--- config.mk ---
export PLATFORM = sky130hd
export DESIGN_NAME = psw_flag_gen
export DESIGN_NICKNAME = d
export VERILOG_FILES = /design/src/rtl/psw_flag_pkg.sv /design/src/rtl/psw_width_sel.sv /design/src/rtl/psw_arith_flags.sv /design/src/rtl/psw_flag_gen.sv
export SDC_FILE = /design/constraint.sdc
export NUM_CORES = 1
export LEC_CHECK = 0
export ABC_CLOCK_PERIOD_IN_PS = 1700
export CAP_MARGIN = 25
export CORE_ASPECT_RATIO = 0.9
export CORE_MARGIN = 4
export CORE_UTILIZATION = 18
export DETAILED_ROUTE_END_ITERATION = 12
export PLACE_DENSITY = 0.8
export SLEW_MARGIN = 10
export SYNTH_ARGS = -nofsm -noshare
export SYNTH_HDL_FRONTEND = slang
export SYNTH_HIERARCHICAL = 1
export SYNTH_SLANG_ARGS = --single-unit
--- constraint.sdc ---
create_clock -name clk -period 1.7 [get_ports clk]
set_input_delay 0.255 -clock clk [delete_from_list [all_inputs] [get_ports clk]]
set_output_delay 0.255 -clock clk [all_outputs]
set_load 0.05 [all_outputs]
--- src/rtl/psw_flag_pkg.sv ---
package psw_flag_pkg;

  typedef enum logic [1:0] {
    OPC_ADD   = 2'd0,
    OPC_SUB   = 2'd1,
    OPC_LOGIC = 2'd2,
    OPC_LOGX  = 2'd3
  } op_class_e;

  typedef struct packed {
    logic neg;
    logic zero;
    logic ovf;
    logic cry;
    logic aux;
    logic par;
  } flag_set_t;

endpackage

--- src/rtl/psw_width_sel.sv ---
module psw_width_sel #(
  parameter int DATA_W = 32,
  parameter int BASE_W = 8,
  parameter int NUM_W  = 3
) (
  input  logic [1:0]        width_sel,
  input  logic [DATA_W-1:0] opnd_a,
  input  logic [DATA_W-1:0] opnd_b,
  input  logic [DATA_W-1:0] alu_result,
  output logic              a_msb,
  output logic              b_msb,
  output logic              r_msb,
  output logic              r_zero
);

  localparam int IDX_W = (NUM_W > 1) ? $clog2(NUM_W) : 1;

  logic [NUM_W-1:0] msb_a, msb_b, msb_r, zero_r;
  logic [IDX_W-1:0] idx;

  // one lane per supported width: 8, 16, 32 ...
  for (genvar g = 0; g < NUM_W; g++) begin : g_lane
    localparam int W = BASE_W << g;
    assign msb_a[g]  = opnd_a[W-1];
    assign msb_b[g]  = opnd_b[W-1];
    assign msb_r[g]  = alu_result[W-1];
    assign zero_r[g] = ~|alu_result[W-1:0];
  end

  // codes beyond the last lane fall back to the widest one
  always_comb begin
    if (int'(width_sel) >= NUM_W) idx = IDX_W'(NUM_W - 1);
    else                          idx = IDX_W'(width_sel);
  end

  assign a_msb  = msb_a[idx];
  assign b_msb  = msb_b[idx];
  assign r_msb  = msb_r[idx];
  assign r_zero = zero_r[idx];

endmodule

--- src/rtl/psw_arith_flags.sv ---
module psw_arith_flags
  import psw_flag_pkg::*;
(
  input  op_class_e op,
  input  logic      a_msb,
  input  logic      b_msb,
  input  logic      r_msb,
  input  logic      a_nib,
  input  logic      b_nib,
  input  logic      r_nib,
  input  logic      alu_cout,
  output logic      ovf,
  output logic      cry,
  output logic      aux
);

  logic nib_carry;

  // carry (or borrow) into bit 4 recovered from the three bit-4 values
  assign nib_carry = a_nib ^ b_nib ^ r_nib;

  always_comb begin
    ovf = 1'b0;
    cry = 1'b0;
    aux = 1'b0;
    unique case (op)
      OPC_ADD: begin
        ovf = (a_msb == b_msb) && (r_msb != a_msb);
        cry = alu_cout;
        aux = nib_carry;
      end
      OPC_SUB: begin
        ovf = (a_msb != b_msb) && (r_msb != a_msb);
        cry = ~alu_cout;
        aux = nib_carry;
      end
      default: begin
        ovf = 1'b0;
        cry = 1'b0;
        aux = 1'b0;
      end
    endcase
  end

endmodule

--- src/rtl/psw_flag_gen.sv ---
module psw_flag_gen
  import psw_flag_pkg::*;
#(
  parameter int DATA_W  = 32,
  parameter int BASE_W  = 8,
  parameter int NUM_W   = 3,
  parameter int AUX_BIT = 4,
  parameter int PAR_W   = 8
) (
  input  logic              clk,
  input  logic              rst,
  input  logic              upd_en,
  input  logic [1:0]        op_cls,
  input  logic [1:0]        width_sel,
  input  logic [DATA_W-1:0] opnd_a,
  input  logic [DATA_W-1:0] opnd_b,
  input  logic [DATA_W-1:0] alu_result,
  input  logic              alu_cout,
  output logic              flag_n,
  output logic              flag_z,
  output logic              flag_v,
  output logic              flag_c,
  output logic              flag_a,
  output logic              flag_p
);

  logic      a_msb, b_msb, r_msb, r_zero;
  logic      ovf, cry, aux;
  op_class_e op;
  flag_set_t nxt, flags_q;

  assign op = op_class_e'(op_cls);

  psw_width_sel #(
    .DATA_W(DATA_W),
    .BASE_W(BASE_W),
    .NUM_W (NUM_W)
  ) u_wsel (
    .width_sel (width_sel),
    .opnd_a    (opnd_a),
    .opnd_b    (opnd_b),
    .alu_result(alu_result),
    .a_msb     (a_msb),
    .b_msb     (b_msb),
    .r_msb     (r_msb),
    .r_zero    (r_zero)
  );

  psw_arith_flags u_arith (
    .op      (op),
    .a_msb   (a_msb),
    .b_msb   (b_msb),
    .r_msb   (r_msb),
    .a_nib   (opnd_a[AUX_BIT]),
    .b_nib   (opnd_b[AUX_BIT]),
    .r_nib   (alu_result[AUX_BIT]),
    .alu_cout(alu_cout),
    .ovf     (ovf),
    .cry     (cry),
    .aux     (aux)
  );

  always_comb begin
    nxt.neg  = r_msb;
    nxt.zero = r_zero;
    nxt.ovf  = ovf;
    nxt.cry  = cry;
    nxt.aux  = aux;
    nxt.par  = ~^alu_result[PAR_W-1:0];
  end

  always_ff @(posedge clk) begin
    if (rst)         flags_q <= '0;
    else if (upd_en) flags_q <= nxt;
  end

  assign flag_n = flags_q.neg;
  assign flag_z = flags_q.zero;
  assign flag_v = flags_q.ovf;
  assign flag_c = flags_q.cry;
  assign flag_a = flags_q.aux;
  assign flag_p = flags_q.par;

  // ---------------- assertions ----------------
  p_reset_clear_r9: assert property (@(posedge clk)
    $past(rst) |-> (flags_q == '0));

  p_hold_r8: assert property (@(posedge clk) disable iff (rst)
    (!$past(rst) && !$past(upd_en)) |-> $stable(flags_q));

  p_logic_clear_r6: assert property (@(posedge clk) disable iff (rst)
    (!$past(rst) && $past(upd_en) && $past(op_cls[1])) |-> (!flag_c && !flag_v && !flag_a));

  p_add_carry_r4: assert property (@(posedge clk) disable iff (rst)
    (!$past(rst) && $past(upd_en) && ($past(op_cls) == 2'd0)) |-> (flag_c == $past(alu_cout)));

  p_sub_borrow_r4: assert property (@(posedge clk) disable iff (rst)
    (!$past(rst) && $past(upd_en) && ($past(op_cls) == 2'd1)) |-> (flag_c != $past(alu_cout)));

  p_zero_not_neg_r2: assert property (@(posedge clk) disable iff (rst)
    flag_z |-> !flag_n);

  p_zero_even_r7: assert property (@(posedge clk) disable iff (rst)
    flag_z |-> flag_p);

endmodule

==> run_results.csv, run 1 <==
group,metric,value,unit
status,status,"finished, final reports clean",
final_layout,layout-drive-gt1-share,15.4,%
logic_synthesis,synth.area.top_cells,"dfxtp_1, mux2i_1, xnor2_1, nor4_2, nor2_1",
clock_tree,cts_made_buffers,3,
grt,grt_usage,10.7,%
sta,rsz0062_at_grt,"no",
logic_synthesis,netlist_area,520,µm²
placed_design,detailed_place_hpwl,1720,µm
setup_path,worst_setup_path_start_kind,"input pin",
pwr,cellPowerDensity,484,mW/mm²
placed_design,port_buffers,53,
floorplan,chipHeight,59.0,µm
clock_tree,post-cts-setup-buffers,0,
routing,ant_nets,0,
clock_tree,cts_root_buffer,"clkbuf_4",
sta,max_freq,0.639,GHz
grt,first_global_vias,715,
sta,max_slew_margin,77.1,%
clock_tree,htreeDepth,1,
logic_synthesis,ys_ff_latch,6,
placed_design,placed_cells,154,
pwr,leakage,0.434,nW
routing,vias,639,
placed_design,place_area,0.00112,mm²
sta,fin_crit,1570,ps
logic_synthesis,yosysUniqueCellTypes,20,
clock_tree,clock_path_buffers,2,
clock_tree,clk_pin_slew,40,ps
setup_path,endpoint_kind,"flop",
setup_path,critPathKind,"input pin to flop",
setup_path,cpPeakStageDelay,590,ps
final_layout,fin_area,0.00114,mm²
sta,setup_violations,0,
logic_synthesis,synth_edf_count,0,
pwr,vdd_drop_max,0.311,mV
floorplan,start_util,18.9,%
sta,maxSlewViolCount,0,
floorplan,die_width,64.7,µm
logic_synthesis,synth_top_area_share,23.1,%
logic_synthesis,avgSynthCellArea,9.13,µm²
floorplan,fp.coreArea,0.00275,mm²
setup_path,worstPathCellList,"clkdlybuf4s50_1, nand2_1, o21ai_1, xnor2_1, mux2_1, mux2i_1, nor2_1",
final_layout,nets,223,
setup_path,cpMaxStageDelayCell,"clkdlybuf4s50_1",
logic_synthesis,synth.largest_area_cell,"dfxtp_1",
logic_synthesis,ys_top_cells_by_count,"mux2i_1, xnor2_1, nor2_1, dfxtp_1",
sta,worst_clock_skew,0,ps
pwr,power.total,552,µW
grt,grt_max_degree,8,
grt,grt_pass1_wl,3110,µm
routing,drcViolationCount,0,
floorplan,row_count,18,
final_layout,areaGrowthSynthToFinish,119,%
logic_synthesis,synthCells,57,
setup_path,required,1820,ps
placed_design,place_congestion,0.667,
sta,fin_hold_ws,491,ps
floorplan,dieArea,0.00382,mm²
routing,routed_wl,1880,µm
setup_path,crit_fanout,7,
final_layout,fin_util,41.5,%
logic_synthesis,syn-num-nets,161,
sta,tightest_slew,342,ps
run,max_cap_viol_count,0,
sta,hold_violations,0,
floorplan,boundaryPins,110,
grt,overflow,0,
routing,drtIter0Drc,2,
clock_tree,clock_sinks,6,
final_layout,fin_cells,157,
logic_synthesis,ys_seq_area_share,23.1,%
routing,vias_per_cell,4.07,
logic_synthesis,async_flop_share,0,%
routing,drt_first_pass_iters,2,
min_path,min_path_type,"flop to flop",
final_layout,n_antenna_cell,0,
clock_tree,clk_latency,240,ps
clock_tree,cts_tree,"built",
logic_synthesis,ys.flop_type,"dfxtp_1",
sta,post-route-period-util,92.1,%
logic_synthesis,yosysWarningCount,6,
setup_path,arrival,1690,ps
grt,antenna_found_initial,0,
routing,wire_per_inst,11.9,µm
-- power breakdown --
part           leakage (nW)  internal [mW]  switching [mW]
Combinational         0.372          0.163           0.105
Clock                0.0138         0.0797          0.0493
Sequential           0.0490          0.151         0.00469
Total                 0.434          0.393           0.159
-- worst max-delay path: cells and delay by family --
kind	cells	cell delay [ps]
simple gates	2	120
compound gates	1	90
xor+xnor	1	150
mux	2	480
buf+inv	1	590
-- cells in the final DEF, fill, tap and decap left out --
cell type and count:
dlygate4sd2_1 1, xnor3_1 1, mux2i_1 8, nand2_1 4, o22ai_1 1, dfxtp_1 6, clkbuf_4 3, nor4_2 3
o32ai_1 1, a21boi_1 1, nand2b_1 2, buf_4 11, nor3b_1 2, nor2_1 7, xor2_1 1, o21ai_0 1
o21ai_1 2, clkdlybuf4s50_1 46, xnor2_1 8, nor4_4 1, nand4_1 2, nor4_1 4, mux2_1 1
-- metrics by stage --
step,TNS [ps],worst slack [ps]
after floorplan,0,429
after global placement,-374,-221
after detailed placement,-437,-291
after CTS,0,109
after global routing,0,6.17
final,0,134
-- final cells by class --
class	instances	area, µm²
Multi-Input combinational cell	50	395
Sequential cell	6	120
Fill cell	284	1610
Clock buffer	3	22.5
Timing Repair Buffer	58	552
Tap cell	40	50.0
-- kinds of logic after synthesis --
logic type                Yosys count  synth area share (%)
and+or+nand+nor                    25                  31.7
xor gates and xnor gates           10                  19.5
muxes                               9                  17.5
AOI/OAI and AO/OA                   6                  7.21
DFF                                 6                  23.1
buffers and inverters               1                 0.961
-- final timing paths --
path         slack, ps             endpoint                start  depth (start not counted)
max                130  flag_v$_SDFFE_PP0P_         width_sel[1]                          7
min                490  flag_p$_SDFFE_PP0P_  flag_p$_SDFFE_PP0P_                          2
max reg2reg       1100  flag_p$_SDFFE_PP0P_  flag_p$_SDFFE_PP0P_                          2
min reg2reg        490  flag_p$_SDFFE_PP0P_  flag_p$_SDFFE_PP0P_                          2
-- flip-flops by register name (all words and copies together), names as in the netlist --
name,cells
flag_a,1
flag_c,1
flag_n,1
flag_p,1
flag_v,1
flag_z,1
-- timing repair --
item,4_1_cts,5_1_grt
resized for setup,1,1
endpoints found under the setup margin,1,1
hold buffers,0,0
-- layer usage --
layer | vias to the layer above | GRT usage, % | wire length (µm)
li1 | 333 | - | -
met2 | 22 | 21.9 | 1060
met1 | 282 | 10.1 | 692
met5 | - | 0 | 0
met4 | 0 | 2.71 | 10
met3 | 2 | 3.80 | 109
(Power assumes the default switching activity.)
==> inputs of run 2 (changes only) <==
- ABC_CLOCK_PERIOD_IN_PS: 1700 -> 1960
- CORE_UTILIZATION: 18 -> 20
- PLACE_DENSITY: 0.8 -> 0.89
- RECOVER_POWER: not set -> 50
- clock period: 1.7 -> 1.96 ns (I/O delays scaled with it)
==> run 2 against run 1 <==
Clock power fell by 10%; setup slack improved by 66 ps; register-to-register slack improved by 250 ps; via count rose by 0.16%; sequential power fell by 14%; sequential cell count did not move.
==> run_results.csv, run 2 (same netlist as run 1, synthesis figures left out) <==
group,metric,value,unit
floorplan,row_count,17,
sta,layout_setup_ws,200,ps
final_layout,nets,220,
final_layout,final_common_cell,"clkdlybuf4s50_1",
floorplan,boundaryPins,110,
placed_design,detailed_place_hpwl,1760,µm
final_layout,areaGrowthSynthToFinish,115,%
floorplan,dieArea,0.00348,mm²
pwr,power.total,479,µW
clock_tree,clock_sinks,6,
setup_path,cpMaxStageDelayCell,"clkdlybuf4s50_1",
setup_path,endpoint_kind,"flop",
clock_tree,hold_buffers,0,
floorplan,fp.coreArea,0.00247,mm²
setup_path,ff2ff_setup_slack,1350,ps
setup_path,worst_setup_path_start_kind,"input pin",
placed_design,place_area,0.00110,mm²
routing,routed_wl,1880,µm
routing,drcViolationCount,0,
min_path,hold_end,"flag_p$_SDFFE_PP0P_",
placed_design,pre_cts_slack,-84.4,ps
floorplan,chipHeight,56.4,µm
setup_path,critPathKind,"input pin to flop",
placed_design,placed_cells,139,
sta,tightest_slew,506,ps
clock_tree,cts_made_buffers,3,
sta,setup_violations,0,
setup_path,arrival,1890,ps
sta,max_slew_margin,66.2,%
clock_tree,cts_root_buffer,"clkbuf_4",
setup_path,path_common_cell,"mux2i_1",
grt,grt_max_degree,8,
min_path,hp-start,"flag_p$_SDFFE_PP0P_",
grt,antenna_found_initial,0,
final_layout,fin_area,0.00112,mm²
sta,maxSlewViolCount,0,
final_layout,fin_util,45.3,%
setup_path,reg2reg_to,"flag_n$_SDFFE_PP0P_",
grt,first_global_vias,702,
final_layout,n_antenna_cell,0,
min_path,holdPathStages,2,
placed_design,place_congestion,0.617,
setup_path,required,2090,ps
pwr,vdd_drop_max,0.383,mV
setup_path,crit_fanout,4,
grt,grt_pass1_wl,2930,µm
routing,drt_first_pass_iters,3,
final_layout,fin_cells,142,
sta,fin_tns_setup,0,ps
clock_tree,clk_pin_slew,50,ps
clock_tree,post-cts-setup-buffers,0,
floorplan,die_width,61.8,µm
setup_path,cpPeakStageDelay,580,ps
clock_tree,postCtsResizedCells,0,
floorplan,start_util,21.1,%
setup_path,ff2ff_path_depth,2,
sta,fin_crit,1760,ps
placed_design,port_buffers,53,
routing,drtIter0Drc,17,
routing,ant_nets,0,
pwr,cellPowerDensity,429,mW/mm²
routing,vias,640,
sta,max_freq,0.568,GHz
run,max_cap_viol_count,0,
sta,worst_clock_skew,0,ps
clock_tree,clock_path_buffers,2,
final_layout,final_cell_mix,"clkdlybuf4s50_1, mux2i_1, xnor2_1",
sta,fin_hold_ws,480,ps
final_layout,layout-drive-gt1-share,7.89,%
setup_path,worstPathCellList,"clkdlybuf4s50_1, mux2i_1, o21ai_0, xnor2_1, mux2_1, mux2i_1, nor2_1",
min_path,min_path_type,"flop to flop",
clock_tree,cts_tree,"built",
pwr,leakage,0.411,nW
sta,hold_violations,0,
sta,rsz0062_at_grt,"no",
routing,vias_per_cell,4.51,
grt,grt_usage,11.1,%
grt,overflow,0,
clock_tree,clk_latency,250,ps
sta,post-route-period-util,89.8,%
routing,wire_per_inst,13.2,µm
status,status,"finished, final reports clean",
clock_tree,htreeDepth,1,
setup_path,r2r_start,"flag_n$_SDFFE_PP0P_",
## run 2: routing by layer
metal,part of all wire (%),track usage [%],wire [µm],up-vias
met2,61,23.0,1150,22
met4,0,2.73,0,0
met1,32,10.0,610,290
met5,0,0,0,-
met3,6.2,2.30,116,0
li1,-,-,-,328
## run 2: area by class of cell
| type | instances | area [µm²] |
|---|---|---|
| fillers | 264 | 1350 |
| repair buffers | 55 | 546 |
| multi-input cells | 50 | 395 |
| flip-flops and latches | 6 | 120 |
| well taps | 28 | 35.0 |
| clock buffers | 3 | 22.5 |
## run 2: critical path, delay by kind of cell
| family | cells | cell delay (ps) |
|---|---|---|
| multiplexers | 3 | 680 |
| buffers and inverters | 1 | 580 |
| XOR/XNOR | 1 | 170 |
| AO/OA/AOI/OAI | 1 | 100 |
| AND/OR/NAND/NOR | 1 | 60 |
## run 2: worst max path at each step
stage	end	depth (start not counted)	start	slack, ps
2_1_floorplan	flag_v$_SDFFE_PP0P_	6	width_sel[0]	650
3_3_place_gp	flag_v$_SDFFE_PP0P_	7	width_sel[0]	-50
3_5_place_dp	flag_v$_SDFFE_PP0P_	7	width_sel[0]	-80
4_1_cts	flag_v$_SDFFE_PP0P_	7	width_sel[0]	170
5_1_grt	flag_v$_SDFFE_PP0P_	7	width_sel[0]	0.2
6_report	flag_v$_SDFFE_PP0P_	7	width_sel[0]	200
## run 2: power by group
part	switching (mW)	leakage, nW	internal, mW	total [mW]
logic	0.0899	0.348	0.140	0.229
registers	0.00377	0.0490	0.130	0.134
clock network	0.0464	0.0138	0.0694	0.116
==> inputs of run 3 (changes only) <==
- CELL_PAD_IN_SITES_DETAIL_PLACEMENT: not set -> 1
- CELL_PAD_IN_SITES_GLOBAL_PLACEMENT: not set -> 2
- CORE_UTILIZATION: 20 -> 10
- PLACE_DENSITY: 0.89 -> 0.95
- REMOVE_ABC_BUFFERS: not set -> 1
==> run 3 against run 2 <==
Register-to-register slack about the same; die area increased by 84%; global-route usage is 4.5 points lower; via count up 3.1%; clock-buffer cell count unchanged; maximum frequency rose by 0.56%; total power is 14% higher; sequential share of layout area is 0.61 points lower.
==> run_results.csv, run 3 (same netlist as run 1, synthesis figures left out) <==
group,metric,value,unit
status,status,"finished, final reports clean",
placed_design,place_area,0.00114,mm²
setup_path,r2r_start,"flag_v$_SDFFE_PP0P_",
min_path,holdPathStages,2,
setup_path,cpMaxStageDelayCell,"clkdlybuf4s50_1",
clock_tree,hold_buffers,0,
setup_path,cp_top_family,"buffers and inverters",
routing,drtIter0Drc,10,
setup_path,arrival,1850,ps
clock_tree,clk_pin_slew,40,ps
routing,wire_per_inst,11.7,µm
pwr,cellPowerDensity,461,mW/mm²
placed_design,detailed_place_hpwl,1900,µm
routing,drt_first_pass_iters,3,
sta,tightest_slew,516,ps
setup_path,path_buf_inv,1,
setup_path,worst_setup_path_start_kind,"input pin",
min_path,min_path_type,"flop to flop",
placed_design,port_buffers,53,
floorplan,chipHeight,76.4,µm
final_layout,areaGrowthSynthToFinish,128,%
setup_path,cpPeakStageDelay,600,ps
sta,max_freq,0.571,GHz
setup_path,ff2ff_path_depth,2,
final_layout,fin_area,0.00119,mm²
sta,max_slew_margin,65.5,%
sta,rsz0062_at_grt,"no",
pwr,vdd_drop_max,0.191,mV
min_path,hold_end,"flag_n$_SDFFE_PP0P_",
floorplan,fp.coreArea,0.00495,mm²
grt,grt_usage,6.58,%
final_layout,fillers,591,
clock_tree,post-cts-setup-buffers,0,
run,max_cap_viol_count,0,
routing,vias,660,
grt,antenna_found_initial,0,
clock_tree,cts_made_buffers,3,
routing,drcViolationCount,0,
pwr,power.total,547,µW
sta,worst_clock_skew,0,ps
setup_path,ff2ff_setup_slack,1360,ps
sta,post-route-period-util,89.3,%
clock_tree,cts_tree,"built",
floorplan,boundaryPins,110,
final_layout,nets,220,
final_layout,n_antenna_cell,0,
placed_design,pre_cts_slack,-155,ps
setup_path,reg2reg_to,"flag_v$_SDFFE_PP0P_",
sta,fin_tns_setup,0,ps
routing,vias_per_cell,3.69,
sta,layout_setup_ws,210,ps
clock_tree,htreeDepth,1,
grt,grt_max_degree,8,
setup_path,critPathKind,"input pin to flop",
grt,first_global_vias,730,
floorplan,row_count,24,
sta,fin_crit,1750,ps
setup_path,endpoint_kind,"flop",
setup_path,required,2060,ps
clock_tree,cts_root_buffer,"clkbuf_8",
clock_tree,clk_latency,220,ps
setup_path,worstPathCellList,"clkdlybuf4s50_1, o21ai_0, xnor2_1, mux2_1, mux2i_1, nor2_1",
floorplan,dieArea,0.00643,mm²
routing,routed_wl,2090,µm
final_layout,final_cell_mix,"clkdlybuf4s50_1, mux2i_1, xnor2_1",
sta,setup_violations,0,
floorplan,start_util,10.5,%
pwr,leakage,0.431,nW
final_layout,final_common_cell,"clkdlybuf4s50_1",
clock_tree,clock_path_buffers,2,
sta,hold_violations,0,
final_layout,layout-drive-gt1-share,7.89,%
sta,maxSlewViolCount,0,
clock_tree,clock_sinks,6,
routing,ant_nets,0,
min_path,hp-start,"flag_n$_SDFFE_PP0P_",
setup_path,crit_fanout,7,
final_layout,fin_util,23.9,%
placed_design,place_congestion,0.689,
grt,grt_pass1_wl,3440,µm
floorplan,die_width,84.1,µm
grt,overflow,0,
## run 3: per-layer routing
layer,up-vias,wire length (µm),track usage [%]
li1,327,-,-
met1,306,873,7.49
met2,27,1080,11.9
met3,0,143,2.38
met4,0,0,0.965
met5,-,0,0
## run 3: through the flow
| step | hold slack [ps] | std cells |
|---|---|---|
| 2_1_floorplan | 366 | 56 |
| 4_1_cts | 492 | 179 |
| 5_1_grt | 524 | 179 |
| 3_3_place_gp | 473 | 176 |
| 6_report | 483 | 179 |
| 3_5_place_dp | 488 | 176 |
## run 3: area by class of cell
| cell class | count | area, µm² | share of cell area (%) |
|---|---|---|---|
| sequential | 6 | 120 | 10.1 |
| multi-input combinational | 50 | 395 | 33.3 |
| timing repair buffer | 55 | 548 | 46.2 |
| tap | 65 | 81.3 | 6.86 |
| clock buffer | 3 | 41.3 | 3.48 |
## run 3: worst register-to-register path, cell delays in order, from the launching register on
cell     delay [ps]
dfxtp_1         300
mux2i_1         130
nor2_1           50
## run 3: worst max-delay path by stage
stage                       startpoint             endpoint  slack, ps  cells past startpoint
final                     width_sel[1]  flag_v$_SDFFE_PP0P_        210                      6
after floorplan           width_sel[0]  flag_v$_SDFFE_PP0P_        650                      6
after global placement    width_sel[0]  flag_v$_SDFFE_PP0P_       -120                      7
after global routing      width_sel[1]  flag_v$_SDFFE_PP0P_         70                      6
after CTS                 width_sel[0]  flag_v$_SDFFE_PP0P_         80                      7
after detailed placement  width_sel[0]  flag_v$_SDFFE_PP0P_       -160                      7
## run 3: power by group
part / internal [mW] / switching [mW]
sequential: 0.131 / 0.00347
clock: 0.132 / 0.0496
combinational: 0.139 / 0.0924
total: 0.402 / 0.145
## run 3: what timing repair did
action | 4_1_cts | 5_1_grt
gates resized for setup | 0 | 1
endpoints found under the setup margin | 0 | 1
endpoints found under the hold margin | 0 | 0
